File: src/rtl/sar_tdc_ctrl.sv
module sar_tdc_ctrl #(
  parameter int N    = 3,
  parameter int SYNC = 2
) (
  input  logic         clk,
  input  logic         rst,
  input  logic         start_req,
  input  logic         rep_valid,
  input  logic         race_bit,
  output logic [N-1:0] tap_sel,
  output logic [N-1:0] code_out,
  output logic         done,
  output logic         busy
);
  localparam logic [N-1:0] TOP = {1'b1, {(N-1){1'b0}}};

  logic [SYNC:0]   vsync;
  logic [SYNC-1:0] rsync;
  logic [N-1:0]    trial, mask, kept;
  logic            step, dec;

  always_ff @(posedge clk) begin
    if (rst) begin
      vsync <= '0;
      rsync <= '0;
    end else begin
      vsync <= {vsync[SYNC-1:0], rep_valid};
      rsync <= {rsync[SYNC-2:0], race_bit};
    end
  end

  assign step    = vsync[SYNC-1] & ~vsync[SYNC];
  assign dec     = rsync[SYNC-1];
  assign kept    = dec ? trial : (trial & ~mask);
  assign tap_sel = trial;

  always_ff @(posedge clk) begin
    if (rst) begin
      trial    <= '0;
      mask     <= '0;
      code_out <= '0;
      done     <= 1'b0;
      busy     <= 1'b0;
    end else begin
      done <= 1'b0;
      if (!busy && start_req) begin
        trial    <= TOP;
        mask     <= TOP;
        code_out <= '0;
        busy     <= 1'b1;
      end else if (busy && step) begin
        mask <= mask >> 1;
        if (mask[0]) begin
          trial    <= kept;
          code_out <= kept;
          done     <= 1'b1;
          busy     <= 1'b0;
        end else begin
          trial <= kept | (mask >> 1);
        end
      end
    end
  end

  assert_start_loads_msb_R2: assert property (@(posedge clk) disable iff (rst)
    $rose(busy) |-> (tap_sel == TOP && code_out == '0));
  assert_one_bit_under_test_R3: assert property (@(posedge clk) disable iff (rst)
    busy |-> $onehot(mask));
  assert_done_single_R5: assert property (@(posedge clk) disable iff (rst)
    done |=> !done);
  assert_done_ends_busy_R5: assert property (@(posedge clk) disable iff (rst)
    done |-> !busy);
  assert_hold_when_quiet_R7: assert property (@(posedge clk) disable iff (rst)
    (busy && !step) |=> $stable(tap_sel) && busy);
  assert_code_only_at_end_R8: assert property (@(posedge clk) disable iff (rst)
    !$stable(code_out) |-> (done || $rose(busy)));
endmodule

File: config.mk
export PLATFORM = sky130hd
export DESIGN_NAME = sar_tdc_ctrl
export DESIGN_NICKNAME = d
export VERILOG_FILES = /design/src/rtl/sar_tdc_ctrl.sv
export SDC_FILE = /design/constraint.sdc
export NUM_CORES = 1
export LEC_CHECK = 0
export ABC_AREA = 1
export BUFFER_PORTS_ARGS = -buffer_cell sky130_fd_sc_hd__buf_4
export CORE_AREA = 2 2 39 41
export DETAILED_ROUTE_END_ITERATION = 6
export DIE_AREA = 0 0 41 43
export GPL_TIMING_DRIVEN = 0
export PLACE_DENSITY = 0.7
export SLEW_MARGIN = 20
export SYNTH_ARGS = -nofsm -noshare
export SYNTH_HDL_FRONTEND = slang
export SYNTH_SLANG_ARGS = --single-unit
File: constraint.sdc
create_clock -name clk -period 1.3 [get_ports clk]
set_input_delay 0.26 -clock clk [delete_from_list [all_inputs] [get_ports clk]]
set_output_delay 0.26 -clock clk [all_outputs]
set_load 0.05 [all_outputs]
# ---- Word level (Yosys, flattened, before mapping)
# Cells that the tools add are included.
# Widths: inputs -> output; s select.
dict set report totals {
  reg_bits 16
  input_bits 5
  elab_cells 34
}
dict set report classes {
  n_mux 10
  bitwise 6
  reduce_logical 9
}
# cell n
set ops {}
lappend ops {{$mux 3} 6}
lappend ops {{$mux 1} 4}
lappend ops {{$reduce_and 2->1} 2}
lappend ops {{$reduce_bool 2->1} 2}
lappend ops {{$and 3x3->3} 1}
lappend ops {{$not 3->3} 1}
lappend ops {{$or 3x2->3} 1}
lappend ops {{$reduce_or 3->1} 1}
lappend ops {{$logic_and 1x1->1} 2}
lappend ops {{$not 1->1} 2}
lappend ops {{$reduce_or 2->1} 1}
lappend ops {{$and 1x1->1} 1}
lappend ops {{$logic_not 1->1} 1}

# ---- Longest topological paths before layout
dict set report depth {
  word_depth 7
  mapped_depth 6
  depth_no_buf 6
}

# ---- Worst setup path after synthesis
# Ideal clock, no wire load.
dict set report synth_path {
  kind {register to register}
  start {register busy}
  end {register code_out[2]}
  setup_time_ns 0.113
  t_arrival_ns 1.204
  required_ns 1.187
  setup_slack_ns -0.016
  path_stages_with_launch 6
  path_buffers 0
  synth_period_minus_slack_ns 1.316
  path_cell_list {dfxtp_1 > nand2_2 > nor2_4 > nand2_4 > nor2_1 > nor2_1}
}
dict set report synth_between {
  elab_chain_len 3
  word_cells_on_any_way 5
}
# element line_no
set synth_lines {}
lappend synth_lines {{start, declared} 13} ;# output logic busy
lappend synth_lines {{start signal, assigned} 43} ;# busy <= 1'b0;
lappend synth_lines {{start signal, assigned} 50} ;# busy <= 1'b1;
lappend synth_lines {{start signal, assigned} 57} ;# busy <= 1'b0;
lappend synth_lines {{$logic_not 1->1} 46} ;# if (!busy && start_req) begin
lappend synth_lines {{$logic_and 1x1->1} 46}
lappend synth_lines {{$reduce_or 2->1 (no line)} n/a}
lappend synth_lines {{end signal, assigned} 55} ;# code_out <= kept;
lappend synth_lines {{end, declared} 11} ;# output logic [N-1:0] code_out,
# Parallel ways exist; a longest one is shown, timed or not.
# A chain may end at the register's enable or synchronous reset.

# ---- Worst setup path after layout
dict set report layout_path {
  start {register busy}
  end {output busy}
}
# No word-level cell between the ends.

==> metrics.md <==
| Metric | Value |
|---|---|
| Status | `finished, final reports clean` |
| Area grow syn2layout | `20.12%` |
| Clk root buf | `clkbuf_4` |
| Num CTS Buffers | `3` |
| Largest net degree at the start of global routing | `9` |
| Antenna viol nets, final | `0` |
| Synthesized cell area | `628.1 µm²` |
| RSZ-0062 raised after global routing | `false` |
| Final GP Congestion | `0.7803` |
| Sequential share of the synthesized area | `51.00%` |
| CP Class | `flop to output pin` |
| Highest clock rate | `897.9 MHz` |
| Cell taking the most area after synthesis | `dfxtp_1` |
| Comb pwr share | `11.1%` |
| # IOs | `13` |
| Pint | `0.6469 mW` |
| Post-CTS setup buffer count | `0` |
| Syn Nets | `89` |
| CP arrival | `850 ps` |
| Pwr/cell area | `1138 mW/mm²` |
| Reg power frac | `60.6%` |
| Crit-path leading delay family | `flip-flops` |
| Detailed-route wire length per cell | `9.123 µm` |
| Clock buffer depth | `2` |
| DR pass1 iterations | `4` |
| Die H | `43 µm` |
| Synth top area cells | `dfxtp_1, inv_1, nand2_1, nor2_1, nand3_1` |
| Port Buffers | `11` |
| Die area | `0.001763 mm²` |
| #FFs+latches synth | `16` |
| # setup viols final | `0` |
| Sum Neg Setup Slack | `0 ps` |
| Max-cap violations | `0` |
| Slowest CP cell | `dfxtp_2` |
| CTS H-tree depth | `1` |
| P_leak | `0.3688 nW` |
| Total grt overflow | `0` |
| Sw Share | `24.68%` |
| Total Wirelength | `1040 µm` |
| Peak supply drop | `0.6149 mV` |
| Skew final | `3.817 ps` |
| Post-route cell area | `754.5 µm²` |
| YS warnings | `0` |
| Commonest cells after routing, fill and taps aside | `inv_1, nand2_1, dfxtp_1` |
| Vias after detailed routing | `516` |
| Final net count | `105` |
| Crit-path max FO | `5` |
| HPWL Detailed | `792.5 µm` |
| Cell Chain, Critical Path | `buf_4` |
| Max Transition Viols Final | `0` |
| Diodes inserted | `0` |
| Post-synth top area share | `51.00%` |
| First-pass GRT wire length | `1745 µm` |
| Max_slew headroom | `82.59%` |
| Post-synthesis cell count | `84` |
| GRT Util Overall | `14.89%` |
| Core Rows | `14` |
| Vias per cell | `4.526` |
| CP Data Required Time | `1040 ps` |
| Least-Margin Pin Slew | `258.4 ps` |
| Initial antenna violation count | `0` |
| Startpoint types | `flop` |
| Fin crit period | `1114 ps` |
| Share of cells above drive strength 1 | `20.41%` |
| Core region area | `0.001384 mm²` |
| Critical Path Sink Type | `output pin` |
| Post-CTS sizing | `0` |
| Clock power frac | `28.3%` |
| Mean Syn Cell Area | `7.477 µm²` |
| Dpl cell area | `732.0 µm²` |
| Peak per-stage delay on the critical path | `370 ps` |
| Clk_lat worst skew | `270 ps` |
| Crit share post-route | `85.67%` |
| Hold Vio Cnt, Final | `0` |
| CTS clk-pin slew, worst paths | `80 ps` |
| Synth unique cells | `14` |
| Post-route DRC | `0` |
| CP Buf/Inv Count | `1` |
| Most common cell after layout, fill and taps aside | `inv_1` |
| CTS tree | `yes` |
| CTS Hold Bufs | `0` |
| Vias in the first global route | `471` |
| # clock sinks | `16` |
| DIE WIDTH | `41 µm` |
| Initial Utilization | `45.39%` |
| Switching pwr | `0.2119 mW` |
| 1st-iter DRT viols | `10` |
| Hold Crit Class | `input pin to flop` |
synth_stat cells:
cell type and count:
nor2_4 1, dfxtp_1 16, a21oi_1 4, o21ai_0 2, inv_1 19, a21oi_4 1, nand2_1 17, nor2_1 14
o211ai_1 1, nand2_2 1, nand2_4 1, a211oi_1 1, nand3_1 5, buf_2 1
logic make-up (layout without fill, tap and decap cells):
logic type	count (synthesis)	after routing	share of synthesized area [%]
buffers and inverters	20	34	12.15
AND/OR/NAND/NOR	39	39	27.09
flip-flops	16	16	51.00
AO/OA/AOI/OAI	9	9	9.763
registers in the layout (all words and copies together) (netlist names):
signal and flops:
rsync 2, done 1, mask 3, tap_sel 3
code_out 3, vsync 3, busy 1
per-layer routing:
metal	share of wire [%]	global-route usage, %	vias to the layer above
met5	0	0	-
met4	0.67	10.00	0
met3	3.7	3.141	2
met2	49	23.44	8
met1	47	16.89	226
li1	-	-	280
power by group through the flow:
stage	Sequential, mW	Combinational (mW)	Clock [mW]
after global routing	0.524	0.104	0.284
final	0.520	0.0954	0.243
after CTS	0.520	0.0958	0.260
after global placement	0.532	0.0936	0
after floorplan	0.555	0.0417	0
after detailed placement	0.532	0.0956	0
metrics by stage:
step | setup slack (ps) | instances | total power [mW] | hold WS, ps | utilization [%]
6_report | 186.3 | 114 | 0.8588 | 183.5 | 54.52
5_1_grt | 135.9 | 114 | 0.9120 | 170.3 | 54.52
4_1_cts | 171.5 | 114 | 0.8760 | 174.8 | 54.52
3_5_place_dp | 278.7 | 111 | 0.6273 | 398.9 | 52.89
3_3_place_gp | 314.0 | 111 | 0.6253 | 389.5 | 52.89
2_1_floorplan | 182.0 | 84 | 0.5967 | 367.0 | -
worst paths after layout:
path / start / endpoint / slack, ps / depth (start not counted)
worst max-delay path: busy$_SDFFE_PP0P_ / busy / 190 / 1
worst min-delay path: race_bit / rsync[0]$_SDFF_PP0_ / 180 / 3
worst max register to register: vsync[1]$_SDFF_PP0_ / code_out[2]$_SDFFE_PP0P_ / 270 / 5
worst min register to register: rsync[0]$_SDFF_PP0_ / rsync[1]$_SDFF_PP0_ / 410 / 2
final cells by class:
type / instances / area, µm²
clock buffer: 3 / 22.52
inverter: 19 / 71.32
tap: 16 / 20.02
sequential: 16 / 321.6
multi-input combinational: 48 / 231.5
fill: 144 / 629.4
buffer: 1 / 5.005
timing repair buffer: 11 / 82.58
Power figures use the tool's default switching activity.
